## src/rtl/intx_irq_pkg.sv

```systemverilog
// Package: shared types for the INTx pending/mask controller.
// Assumes: at most one register is addressed per cycle.
package intx_irq_pkg;

    // Which register the bus address selects in this cycle.
    typedef enum logic [1:0] {
        SEL_NONE = 2'd0,
        SEL_MASK = 2'd1,
        SEL_STAT = 2'd2
    } reg_sel_e;

endpackage

```

## src/rtl/intx_addr_decode.sv

```systemverilog
// Module: intx_addr_decode
// Maps a register byte address onto a register select.
// Assumes: MASK_ADDR and STAT_ADDR differ; unmatched addresses select nothing.
module intx_addr_decode
    import intx_irq_pkg::*;
#(
    parameter int          ADDR_W    = 12,
    parameter logic [ADDR_W-1:0] MASK_ADDR = 12'h420,
    parameter logic [ADDR_W-1:0] STAT_ADDR = 12'h424
) (
    input  logic [ADDR_W-1:0] addr,
    output reg_sel_e          sel
);

    // Purpose: full-address compare against the two register locations.
    always_comb begin
        if (addr == MASK_ADDR) begin
            sel = SEL_MASK;
        end else if (addr == STAT_ADDR) begin
            sel = SEL_STAT;
        end else begin
            sel = SEL_NONE;
        end
    end

endmodule

```

## src/rtl/intx_mask_reg.sv

```systemverilog
// Module: intx_mask_reg
// Holds the per-line disable mask; a 1 blocks that line from the host request.
// Assumes: wr_en is already qualified by address decode.
module intx_mask_reg #(
    parameter int LINES = 4
) (
    input  logic             clk,
    input  logic             rst_n,
    input  logic             wr_en,
    input  logic [LINES-1:0] wr_bits,
    output logic [LINES-1:0] mask_q
);

    // Purpose: reset to all-masked, then load on a qualified write.
    always_ff @(posedge clk) begin
        if (!rst_n) begin
            mask_q <= '1;
        end else if (wr_en) begin
            mask_q <= wr_bits;
        end
    end

endmodule

```

## src/rtl/intx_pending_cell.sv

```systemverilog
// Module: intx_pending_cell
// One sticky pending bit: set by an event pulse, cleared by a write of 1.
// Assumes: set and clear may coincide; set takes priority.
module intx_pending_cell (
    input  logic clk,
    input  logic rst_n,
    input  logic set_pulse,
    input  logic clr_req,
    output logic pend_q
);

    // Purpose: hold the bit; a new event overrides a clear in the same cycle.
    always_ff @(posedge clk) begin
        if (!rst_n) begin
            pend_q <= 1'b0;
        end else if (set_pulse) begin
            pend_q <= 1'b1;
        end else if (clr_req) begin
            pend_q <= 1'b0;
        end
    end

endmodule

```

## src/rtl/intx_irq_merge.sv

```systemverilog
// Module: intx_irq_merge
// Combines pending bits with the mask into a single request line.
// Assumes: a mask bit of 0 enables its line.
module intx_irq_merge #(
    parameter int LINES = 4
) (
    input  logic [LINES-1:0] pend,
    input  logic [LINES-1:0] mask,
    output logic             irq
);

    logic [LINES-1:0] live;

    // Purpose: keep only the lines that are pending and enabled.
    always_comb begin
        live = pend & ~mask;
    end

    // Purpose: OR the enabled pending lines into one request.
    always_comb begin
        irq = |live;
    end

endmodule

```

## src/rtl/intx_irq_ctrl.sv

```systemverilog
// Module: intx_irq_ctrl (top)
// Pending and mask register pair for the four legacy INTx lines, with one
// aggregated host interrupt request.
// Assumes: line_event carries one-cycle pulses that are already decoded;
// FIELD_LSB + LINES <= DATA_W; the read data is combinational from the address.
module intx_irq_ctrl
    import intx_irq_pkg::*;
#(
    parameter int ADDR_W    = 12,
    parameter int DATA_W    = 32,
    parameter int LINES     = 4,
    parameter int FIELD_LSB = 16,
    parameter logic [ADDR_W-1:0] MASK_ADDR = 12'h420,
    parameter logic [ADDR_W-1:0] STAT_ADDR = 12'h424
) (
    input  logic              clk,
    input  logic              rst_n,
    input  logic [ADDR_W-1:0] bus_addr,
    input  logic              bus_we,
    input  logic [DATA_W-1:0] bus_wdata,
    output logic [DATA_W-1:0] bus_rdata,
    input  logic [LINES-1:0]  line_event,
    output logic              host_irq
);

    localparam int FIELD_MSB = FIELD_LSB + LINES - 1;

    reg_sel_e          sel;
    logic [LINES-1:0]  wr_field;
    logic              mask_wr;
    logic              stat_wr;
    logic [LINES-1:0]  mask_q;
    logic [LINES-1:0]  pend_q;
    logic              unused_wdata;

    // Purpose: the write data outside the field is not stored anywhere.
    assign unused_wdata = ^bus_wdata;

    intx_addr_decode #(
        .ADDR_W    (ADDR_W),
        .MASK_ADDR (MASK_ADDR),
        .STAT_ADDR (STAT_ADDR)
    ) u_decode (
        .addr (bus_addr),
        .sel  (sel)
    );

    // Purpose: extract the line field and qualify the write strobes.
    always_comb begin
        wr_field = bus_wdata[FIELD_MSB:FIELD_LSB];
        mask_wr  = bus_we && (sel == SEL_MASK);
        stat_wr  = bus_we && (sel == SEL_STAT);
    end

    intx_mask_reg #(
        .LINES (LINES)
    ) u_mask (
        .clk     (clk),
        .rst_n   (rst_n),
        .wr_en   (mask_wr),
        .wr_bits (wr_field),
        .mask_q  (mask_q)
    );

    for (genvar gi = 0; gi < LINES; gi++) begin : g_line
        intx_pending_cell u_cell (
            .clk       (clk),
            .rst_n     (rst_n),
            .set_pulse (line_event[gi]),
            .clr_req   (stat_wr && wr_field[gi]),
            .pend_q    (pend_q[gi])
        );
    end

    intx_irq_merge #(
        .LINES (LINES)
    ) u_merge (
        .pend (pend_q),
        .mask (mask_q),
        .irq  (host_irq)
    );

    // Purpose: place the selected register's field; all other bits read zero.
    always_comb begin
        bus_rdata = '0;
        case (sel)
            SEL_MASK: bus_rdata[FIELD_MSB:FIELD_LSB] = mask_q;
            SEL_STAT: bus_rdata[FIELD_MSB:FIELD_LSB] = pend_q;
            default:  bus_rdata = '0;
        endcase
    end

endmodule

```

## config.mk

```make
export PLATFORM = sky130hd
export DESIGN_NAME = intx_irq_ctrl
export DESIGN_NICKNAME = d
export VERILOG_FILES = /design/src/rtl/intx_irq_pkg.sv /design/src/rtl/intx_addr_decode.sv /design/src/rtl/intx_mask_reg.sv /design/src/rtl/intx_pending_cell.sv /design/src/rtl/intx_irq_merge.sv /design/src/rtl/intx_irq_ctrl.sv
export SDC_FILE = /design/constraint.sdc
export NUM_CORES = 1
export LEC_CHECK = 0
export BUFFER_PORTS_ARGS = -buffer_cell sky130_fd_sc_hd__buf_4
export CAP_MARGIN = 10
export CORE_ASPECT_RATIO = 0.9
export CORE_MARGIN = 10
export CORE_UTILIZATION = 36
export CTS_BUF_LIST = sky130_fd_sc_hd__clkbuf_2 sky130_fd_sc_hd__clkbuf_4 sky130_fd_sc_hd__clkbuf_8
export DETAILED_ROUTE_END_ITERATION = 7
export MAX_ROUTING_LAYER = met4
export PLACE_DENSITY = 0.89
export SLEW_MARGIN = 20
export SYNTH_ARGS = -nofsm -noshare
export SYNTH_HDL_FRONTEND = slang
export SYNTH_SLANG_ARGS = --single-unit
```

## constraint.sdc

```tcl
create_clock -name clk -period 3.35 [get_ports clk]
set_clock_uncertainty 0.2 [all_clocks]
set_input_delay 0.67 -clock clk [delete_from_list [all_inputs] [get_ports clk]]
set_output_delay 0.67 -clock clk [all_outputs]
set_load 0.03 [all_outputs]
```

# == After elaboration in Yosys (flattened, before gate mapping) ==
# Index checks and enable logic that the tools add are counted.
# classes
bitwise,2
n_reduce_logical,11
eq_ne,4
mux,11
# op_table
operator,n
"equality test 12 x 11 -> 1 bit, second input constant",2
2-to-1 mux 1 bit,8
case mux 4 bit (2 select lines),1
nonzero test 2 bit,4
logical AND 1 bit,6
AND 4 bit,1
2-to-1 mux 2 bit,2
NOT 4 bit,1
OR reduction 4 bit,1
"equality test 2 x 1 -> 1 bit, second input constant",1
"equality test 2 bit, second input constant",1
# totals
inputBits,51
elab_cells,33
ff_bits,8

# == Depth between registers and ports, before layout ==
# Gate-level depths: netlist of run 1.
# depth
ltp_word,8
depth_mapped,4
depth_no_buf,3

# == Hierarchy ==
# Synthesis of run 1 repeated with hierarchy kept, for this count alone.
# hier_totals
hier_cells,82
hier_area_um2,718.2
# modules_own_cells
mod,cells_each,instances,seq_area_each_um2,area_per_inst_um2
intx_irq_ctrl,46,1,0.0,327.8
intx_pending_cell,3,4,20.0,41.3
intx_mask_reg,13,1,80.1,140.1
intx_addr_decode,6,1,0.0,47.5
intx_irq_merge,5,1,0.0,37.5

# == Worst setup path before layout of run 1 ==
# No wires, ideal clock.
# synth_timing
path_type,in2out
start,input bus_addr[1]
end,output bus_rdata[16]
slack_ns,0.417
t_arrival_ns,2.063
n_path_buf,0
path_stages,3
cell_sequence,or4_4 -> or3_1 -> nor2_1
# synth_between
elab_chain_cells,5
elab_cells_between_ends,7
# synth_rtl
element,line,rtl
from (decl),intx_irq_ctrl.sv:18,"input logic [ADDR_W-1:0] bus_addr,"
equality test 12 x 11 -> 1 bit,intx_addr_decode.sv:19,end else if (addr == STAT_ADDR) begin
2-to-1 mux 2 bit,intx_addr_decode.sv:19,
2-to-1 mux 2 bit *,intx_addr_decode.sv:17,if (addr == MASK_ADDR) begin
equality test 2 bit / equality test 2 x 1 -> 1 bit (equally long branches),intx_irq_ctrl.sv:86,case (sel)
case mux 4 bit (2 select lines) *,intx_irq_ctrl.sv:86,
to (decl),intx_irq_ctrl.sv:21,"output logic [DATA_W-1:0] bus_rdata,"
# Every way passes the cells marked *; elsewhere a longest branch is shown, timed or not.

# == Worst setup path in the final report of run 1 ==
# layout_timing
start,input bus_addr[1]
end,output bus_rdata[18]
# Same word-level chain as after synthesis.

==> impl_results.md, run 1 <==
- Synth warnings: 0
- Std cell rows: 15
- Util after Layout: 44.9%
- Core area: 1880 µm²
- P_int: 0.164 mW
- I/O Buffers: 27
- Fin. Hold Viols: 0
- Total power: 0.256 mW
- Syn Area/Cell: 8.26 µm²
- CTS Sinks: 8
- # resized after CTS: 0
- CTS Hold Bufs: 0
- Post-Route WL: 1850 µm
- Critical path endpoint category: output port
- Pin count of the biggest net entering global routing: 13
- Clock Latency Late Sink: 0.25 ns
- WHS Path Cells: 2
- Die area: 4120 µm²
- Fmax: 340 MHz
- Gate Count Post-Synth: 85
- Largest area contributor in the netlist: buf_4
- Net switching power: 0.0914 mW
- DP Area: 820 µm²
- Share of Yosys cell area claimed by the top area cell type: 29.9%
- Antenna violations before repair: 0
- Nature of the critical path startpoint: input pin
- Vias in the first global route: 595
- Post-DP HPWL: 1700 µm
- Post-route ant nets: 0
- Starting Density: 37.4%
- Routed via count: 573
- Routed WL per cell: 13.5 µm
- Met1 usage: 8.00%
- Simple-gate portion of the synthesized area: 19.8%
- Post-CTS Setup Inserts: 0
- Seq/Total Area, Yosys: 22.8%
- R2r worst-path depth: 2
- Share of cells above drive strength 1: 28.6%
- Synth Area in XOR/XNOR: 0%
- Synth top area cells: buf_4 (30%), dfxtp_1 (23%), mux2i_1 (11%)
- Final setup viols: 0
- Clk network pwr share: 28.3%
- Met2 GRT Util: 14.2%
- Synth Area in Adders: 0%
- Max-slew violation count: 0
- Synthesis-to-finish area growth: 20.0%
- CTS tree: yes
- Global route overflow: 0
- Tmin final: 2.95 ns
- Crit-path max FO: 4
- Clk pin slew, worst setup/hold paths: 0.05 ns
- Maxcap violations: 0
- Combinational cell fraction of total power: 31.9%
- Ant diodes: 0
- Flop pwr share: 39.7%
- Critical path type: in -> out
- M3 GR Usage: 5.20%
- Hold Path Class: reg -> reg
- Setup_tns: 0 ns
- Pwr/cell area: 304 nW/µm²
- Main combinational cell family by area after synthesis: buffers and inverters
- GRT Max-Usage Layer: met2
- Outcome: completed
- Unique masters post-synth: 19
- Gp weighted congestion: 0.811
- Global-route wire length before repair: 2660 µm
- DRC Markers: 0
- DR vias/cell: 4.18
- Max Root-Sink Buffers: 2
- Net Sw Frac: 35.7%
- H-tree levels: 1
- Worst IR Drop VDD: 0.126 mV
- Area of the mapped netlist: 702 µm²
- Cts bufs inserted: 3
- Design Area, Final: 842 µm²
- Worst-Margin Slew: 0.566 ns
- Leakage: 0.437 nW
- Nets: 165
- Part of the cycle the worst path needs: 87.9%
- Compound-Gate Fraction of Synth Area: 10.2%
- 1st-iter DRT viols: 8
- Mux share of post-synthesis cell area: 11.4%
- WP data arrival: 2.08 ns
- Fin Hold WS: 0.345 ns
- Worst Path Required: 2.48 ns
- Slew Limit Headroom: 62.0%
- IO Pins: 84
- R2R Setup Slk: 2.40 ns
- RSZ-0062 raised after global routing: no
- Post-synthesis register bit count: 8
- Clk Tree Root Cell: clkbuf_4
- Die width: 66.5 µm
- GRT Total Usage: 8.47%
- Die H: 61.9 µm
- Pre-antenna DRT Iters: 2
[sequential cells by signal, summed over array words and instances, names as in the netlist]
name	count
g_line.u_cell.pend_q	4
u_mask.mask_q	4
[kinds of logic after synthesis]
| kind of cell | count (synthesis) |
|---|---|
| AOI/OAI and AO/OA | 10 |
| and+or+nand+nor | 20 |
| DFF | 8 |
| muxes | 8 |
| other | 1 |
| buffers and inverters | 38 |
[path summary, 6_finish.rpt]
path	startpoint	end
setup / recovery	bus_addr[1]	bus_rdata[18]
hold / removal	u_mask.mask_q[3]	u_mask.mask_q[3]
setup reg to reg	g_line[2].u_cell.pend_q	g_line[2].u_cell.pend_q
hold reg to reg	u_mask.mask_q[3]	u_mask.mask_q[3]
[worst max-delay path, stage by stage]
cell and delay, ns:
buf_4 0.11, or4_4 0.56, or3_1 0.42, nor2_1 0.14, buf_4 0.18
[power by group through the flow]
stage	clock, mW	combinational [mW]	sequential [mW]
2_1_floorplan	0	0.0821	0.102
3_3_place_gp	0	0.0782	0.103
5_1_grt	0.0801	0.0878	0.102
6_report	0.0725	0.0817	0.102
4_1_cts	0.0755	0.0802	0.102
3_5_place_dp	0	0.0802	0.103
[layout make-up]
cell class | instances | area (µm²)
multi-input cells | 66 | 395
well taps | 25 | 31.3
flip-flops and latches | 8 | 160
repair buffers | 27 | 203
fillers | 192 | 1030
inverters | 8 | 30.0
clock buffers | 3 | 22.5
[per-layer routing]
metal  wire length, µm  vias to the layer above  share of wire, %
met1               588                      256                32
met2               894                       36                48
met4                 0                        0                 0
met5                 0                        -                 0
met3               365                        0                20
li1                  -                      281                 -
[placed cells by master (no fill, tap or decap), types with 2 or more instances in the layout]
cell type,n
clkbuf_4,3
nor2b_1,8
mux2i_1,8
a41oi_1,4
dfxtp_1,8
nor2_1,4
conb_1,28
o21ai_0,4
buf_4,27
or3_1,2
inv_1,8
[synth_stat cells]
cell and number:
dfxtp_1 8, a41oi_1 4, nor4_4 1, clkbuf_1 2
conb_1 1, mux2i_1 8, a22oi_1 1, and2_1 1
or3_1 2, o21ai_0 4, o221ai_1 1, nor2_1 4
buf_4 28, nand2b_1 1, nand4bb_1 1, nor2b_1 8
nor3_1 1, inv_1 8, or4_4 1
[per-stage QoR]
stage	worst slack [ns]	instances
floorplan	0.417	112
global placement	0.398	134
detailed placement	0.391	134
CTS	0.389	137
global route	0.296	137
finish	0.405	137
Note: power is estimated with default switching activity, not from simulation.
==> run 2: changes to the inputs <==
- ABC_AREA: not set -> 1
- CORE_UTILIZATION: 36 -> 38
- PLACE_DENSITY: 0.89 -> 0.9
==> impl_results.md, run 2 <==
- R2r worst-path depth: 2 (unchanged)
- Die area: 4200 µm² (+2.1%)
- Global route overflow: 0 (unchanged)
- I/O Buffers: 27 (unchanged)
- Commonest cells in the netlist: buf_4 (28), inv_1 (15), nand2_1 (11), dfxtp_1 (8), nand4_1 (8)
- Die width: 67.2 µm (+1.0%)
- Async set-reset flop share out of synthesis: 0% (unchanged)
- Net switching power: 0.102 mW (+11%)
- CTS Sinks: 8 (unchanged)
- Outcome: completed
- Flop pwr share: 38.2% (-1.5 points)
- WHS Path Cells: 2 (unchanged)
- Seq/Total Area, Yosys: 21.0% (-1.8 points)
- Gp weighted congestion: 0.797 (-1.7%)
- Post-DP HPWL: 1810 µm (+6.2%)
- Largest registers: g_line.u_cell.pend_q: 4 flops, u_mask.mask_q: 4 flops
- Final setup viols: 0 (unchanged)
- Cts bufs inserted: 3 (unchanged)
- Slowest CP cell: nor2_8
- Global-route wire length before repair: 2840 µm (+7.0%)
- Worst path bufs/invs: 2 (unchanged)
- Combinational cell fraction of total power: 32.2% (+0.3 points)
- Antenna violations before repair: 0 (unchanged)
- Std cell rows: 15 (unchanged)
- Tmin final: 2.50 ns (-0.445 ns)
- Clk Tree Root Cell: clkbuf_4
- Hold EP: g_line[3].u_cell.pend_q
- RSZ-0062 raised after global routing: no
- Die H: 62.5 µm (+1.0%)
- # resized after CTS: 0 (unchanged)
- Post-Route WL: 1960 µm (+5.8%)
- WP data arrival: 1.63 ns (-0.45 ns)
- DRC Markers: 0 (unchanged)
- Most common cell in the netlist: buf_4
- Setup_tns: 0 ns (unchanged)
- Pin count of the biggest net entering global routing: 10 (-3)
- CTS Hold Bufs: 0 (unchanged)
- Net Sw Frac: 38.5% (+2.8 points)
- Finished Layout Cells: 158 (+15%)
- Worst setup margin: 0.850 ns (+0.445 ns)
- Maxcap violations: 0 (unchanged)
- Gate Count Post-Synth: 105 (+24%)
- H-tree levels: 1 (unchanged)
- Post-CTS Setup Inserts: 0 (unchanged)
- P_int: 0.162 mW (-1.3%)
- Most frequent cells in the layout: conb_1 (28), buf_4 (27), inv_1 (15), nand2_1 (11)
- Hold path start: g_line[3].u_cell.pend_q
- Crit-path max FO: 7 (+3)
- Synth top area cells: buf_4 (28%), dfxtp_1 (21%), inv_1 (7.4%)
- Nets: 186 (+13%)
- DR vias/cell: 4.32 (+3.4%)
- Max Root-Sink Buffers: 2 (unchanged)
- Most Frequent Cell on Critical Path: buf_4
- Critical R2R Launch: g_line[0].u_cell.pend_q
- Hold Path Class: reg -> reg
- Core area: 1910 µm² (+2.0%)
- Part of the cycle the worst path needs: 74.6% (-13 points)
- 1st-iter DRT viols: 15 (+7)
- Crit-path max cell delay: 0.18 ns (-0.38 ns)
- Post-route ant nets: 0 (unchanged)
- Most common cell after layout, fill and taps aside: conb_1
- Ant diodes: 0 (unchanged)
- Delay-heaviest family, CP: simple AND/OR/NAND/NOR gates
- CTS tree: yes
- Fin. Hold Viols: 0 (unchanged)
- Pwr/cell area: 291 nW/µm² (-4.1%)
- Nature of the critical path startpoint: input pin
- Unique masters post-synth: 20 (+1)
- Vias in the first global route: 675 (+13%)
- Worst IR Drop VDD: 0.144 mV (+14%)
- RR Endpoint: g_line[0].u_cell.pend_q
- Clk network pwr share: 29.6% (+1.3 points)
- Worst Path Required: 2.48 ns (about the same)
- Share of cells above drive strength 1: 35.3% (+6.8 points)
- Max-slew violation count: 0 (unchanged)
- Clk pin slew, worst setup/hold paths: 0.05 ns (about the same)
- Routed WL per cell: 12.4 µm (-8.3%)
- Routed via count: 683 (+19%)
- R2R Setup Slk: 2.55 ns (+0.15 ns)
- Clock Latency Late Sink: 0.26 ns (about the same)
- Synthesis-to-finish area growth: 18.7%
- CP cell instances: buf_4 -> nor2_2 -> nand2_2 -> nor2_8 -> nand4_4 -> o22ai_1 -> buf_4
- Dpl ws: 0.843 ns (+0.452 ns)
- Post-synthesis register bit count: 8 (unchanged)
- Crit path launch: bus_addr[7]
- IO Pins: 84 (unchanged)
- Area of the mapped netlist: 763 µm² (+8.7%)
- Synth warnings: 0 (unchanged)
- Largest area contributor in the netlist: buf_4
- Critical path type: in -> out
- Pre-antenna DRT Iters: 4 (+2)
- Share of Yosys cell area claimed by the top area cell type: 27.5% (-2.4 points)
- Post-synth EDFFs: 0 (unchanged)
- GRT Total Usage: 8.92% (+0.45 points)
- Critical path endpoint category: output port
- # placed instances: 155 (+16%)
- Starting Density: 39.9% (+2.5 points)
- Fmax: 400 MHz (+18%)
- Leakage: 0.527 nW (+21%)
- Ys flop type: dfxtp_1
- Syn Area/Cell: 7.27 µm² (-12%)
[run 2: worst max-delay path by stage]
stage / endpoint / cells after the start
2_1_floorplan: bus_rdata[17] / 5
5_1_grt: bus_rdata[17] / 7
3_3_place_gp: bus_rdata[17] / 7
6_report: bus_rdata[17] / 7
4_1_cts: bus_rdata[19] / 7
3_5_place_dp: bus_rdata[19] / 7
[run 2: per-stage QoR]
step / area [µm²] / hold WS (ns) / total power [mW] / util (%)
6_report: 906 / 0.272 / 0.264 / 47.3
5_1_grt: 906 / 0.301 / 0.274 / 47.3
2_1_floorplan: 865 / 0.229 / 0.186 / -
3_3_place_gp: 883 / 0.243 / 0.184 / 46.1
4_1_cts: 906 / 0.267 / 0.263 / 47.3
3_5_place_dp: 883 / 0.252 / 0.186 / 46.1
[run 2: area by class of cell]
cell class / instances / area, µm²
inverters: 17 / 63.8
repair buffers: 27 / 203
clock buffers: 3 / 22.5
flip-flops and latches: 8 / 160
well taps: 25 / 31.3
multi-input cells: 78 / 425
fillers: 205 / 1010
[run 2: logic make-up after synthesis]
logic type / after synthesis / share of synthesized area [%]
buf+inv: 46 / 36.6
flops: 8 / 21.0
other cells: 1 / 0.491
simple gates: 39 / 33.6
compound gates: 11 / 8.36
[run 2: routing by layer]
| metal | global-route usage, % | wire, µm |
|---|---|---|
| met4 | 3.08 | 18 |
| met2 | 16.1 | 1030 |
| met5 | - | 0 |
| met3 | 3.58 | 195 |
| met1 | 8.10 | 715 |
[run 2: worst reg2reg max path: stages, from the launching register on]
cell and delay [ns]:
dfxtp_1 0.36, nand2_1 0.07, a21oi_1 0.11
[run 2: power groups by stage]
| stage | clock network [mW] | registers (mW) | logic, mW |
|---|---|---|---|
| after floorplan | 0 | 0.102 | 0.0836 |
| after global placement | 0 | 0.103 | 0.0815 |
| after global routing | 0.0822 | 0.101 | 0.0903 |
| after detailed placement | 0 | 0.103 | 0.0833 |
| after CTS | 0.0787 | 0.101 | 0.0834 |
| final | 0.0780 | 0.101 | 0.0851 |
==> run 3: changes to the inputs <==
- CORE_UTILIZATION: 38 -> 35
- PLACE_DENSITY: 0.9 -> 0.84
- clock period: 3.35 -> 2.3 ns (I/O delays scaled with it)
==> impl_results.md, run 3 (same netlist as run 2, synthesis figures left out) <==
- Largest registers: g_line.u_cell.pend_q: 4 flops, u_mask.mask_q: 4 flops
- Post-CTS Setup Inserts: 0 (unchanged)
- DR vias/cell: 4.30 (-0.59%)
- CTS tree: yes
- Vias in the first global route: 716 (+6.1%)
- RSZ-0062 raised after global routing: no
- Pin count of the biggest net entering global routing: 10 (unchanged)
- # resized after CTS: 0 (unchanged)
- Clk pin slew, worst setup/hold paths: 0.06 ns (about the same)
- Cts bufs inserted: 3 (unchanged)
- Antenna violations before repair: 0 (unchanged)
- Critical path endpoint category: output port
- Core area: 1990 µm² (+3.9%)
- Pre-antenna DRT Iters: 4 (unchanged)
- WP data arrival: 1.46 ns (-0.17 ns)
- Clk Tree Root Cell: clkbuf_4
- Die area: 4450 µm² (+5.9%)
- Final setup viols: 0 (unchanged)
- Finished Layout Cells: 158 (unchanged)
- Leakage: 0.527 nW (unchanged)
- Part of the cycle the worst path needs: 92.1%
- IO Pins: 84 (unchanged)
- Pwr/cell area: 418 nW/µm² (+43%)
- Global-route wire length before repair: 3080 µm (+8.3%)
- Nets: 186 (unchanged)
- Number of fill cells in the layout: 216 (+5.4%)
- Global route overflow: 0 (unchanged)
- Util after Layout: 45.5% (-1.8 points)
- GRT Total Usage: 8.38% (-0.53 points)
- Sequential cell area: 160 µm² (unchanged)
- Worst Path Required: 1.64 ns (-0.84 ns)
- CTS Hold Bufs: 0 (unchanged)
- Routed WL per cell: 12.4 µm (about the same)
- Die H: 64.3 µm (+2.9%)
- Worst IR Drop VDD: 0.202 mV (+40%)
- Post-route ant nets: 0 (unchanged)
- Clock Latency Late Sink: 0.25 ns (about the same)
- Crit-path max FO: 7 (unchanged)
- Share of cells above drive strength 1: 35.3% (unchanged)
- Total power: 0.378 mW (+43%)
- Hold Path Class: in -> reg
- Fin. Hold Viols: 0 (unchanged)
- Most frequent cells in the layout: conb_1 (28), buf_4 (27), inv_1 (15), nand2_1 (11)
- I/O Buffers: 27 (unchanged)
- Post-DP HPWL: 1770 µm (-2.0%)
- Gp weighted congestion: 0.804 (+0.93%)
- DP Area: 883 µm² (unchanged)
- Starting Density: 38.4% (-1.5 points)
- Tmin final: 2.12 ns
- DRC Markers: 0 (unchanged)
- Outcome: completed
- Design Area, Final: 906 µm² (unchanged)
- Fmax: 472 MHz
- CTS Sinks: 8 (unchanged)
- # placed instances: 155 (unchanged)
- Post-Route WL: 1950 µm (about the same)
- Area of the multi-input gates: 425 µm² (unchanged)
- Maxcap violations: 0 (unchanged)
- Setup_tns: 0 ns (unchanged)
- Ant diodes: 0 (unchanged)
- Routed via count: 679 (-0.59%)
- H-tree levels: 1 (unchanged)
- Critical path type: in -> out
- Max Root-Sink Buffers: 2 (unchanged)
- 1st-iter DRT viols: 28 (+13)
- Max-slew violation count: 0 (unchanged)
- Nature of the critical path startpoint: input pin
- Synthesis-to-finish area growth: 18.7% (unchanged)
- Die width: 69.2 µm (+3.0%)
- Most common cell after layout, fill and taps aside: conb_1
- Std cell rows: 15 (unchanged)
-- run 3: cell counts in the layout (fill, tap and decap cells not counted) --
No cell type changed its count.
-- run 3: worst max-delay path, stage by stage --
cell and delay (ns):
buf_4 0.11, nor2_2 0.13, nand2_2 0.11, nor2_8 0.18, nand4_4 0.12, o22ai_1 0.15, buf_4 0.19
-- run 3: cell type report --
type | count | share of cell area, %
Clock buffer | 3 | 2.49
Sequential cell | 8 | 17.7
Inverter | 17 | 7.04
Timing Repair Buffer | 27 | 22.4
Tap cell | 25 | 3.45
Multi-Input combinational cell | 78 | 47.0
-- run 3: report_power, final --
group / switching (mW) / total (mW) / internal [mW]
Sequential: 0.00338 / 0.147 / 0.144
Clock: 0.0476 / 0.107 / 0.0597
Combinational: 0.0914 / 0.124 / 0.0324
Total: 0.142 / 0.378 / 0.236
-- run 3: per-stage QoR --
step	worst slack, ns	hold slack [ns]
floorplan	0.206	0.229
global placement	0.221	0.244
detailed placement	0.191	0.258
CTS	0.181	0.229
global route	0.125	0.235
finish	0.183	0.237
-- run 3: final timing paths --
check,depth (start not counted),end,slack (ns),from
setup reg to reg,2,g_line[0].u_cell.pend_q,1.46,g_line[0].u_cell.pend_q
hold reg to reg,2,g_line[2].u_cell.pend_q,0.26,g_line[2].u_cell.pend_q
setup / recovery,7,bus_rdata[18],0.18,bus_addr[7]
hold / removal,2,u_mask.mask_q[2],0.24,rst_n
-- run 3: per-layer routing --
metal	part of all wire (%)	up-vias	global-route usage [%]	wire length, µm
met5	0	-	-	0
met4	0	0	3.77	0
met3	9.6	0	2.62	187
met2	50	45	13.7	986
met1	40	296	9.17	781
li1	-	338	-	-
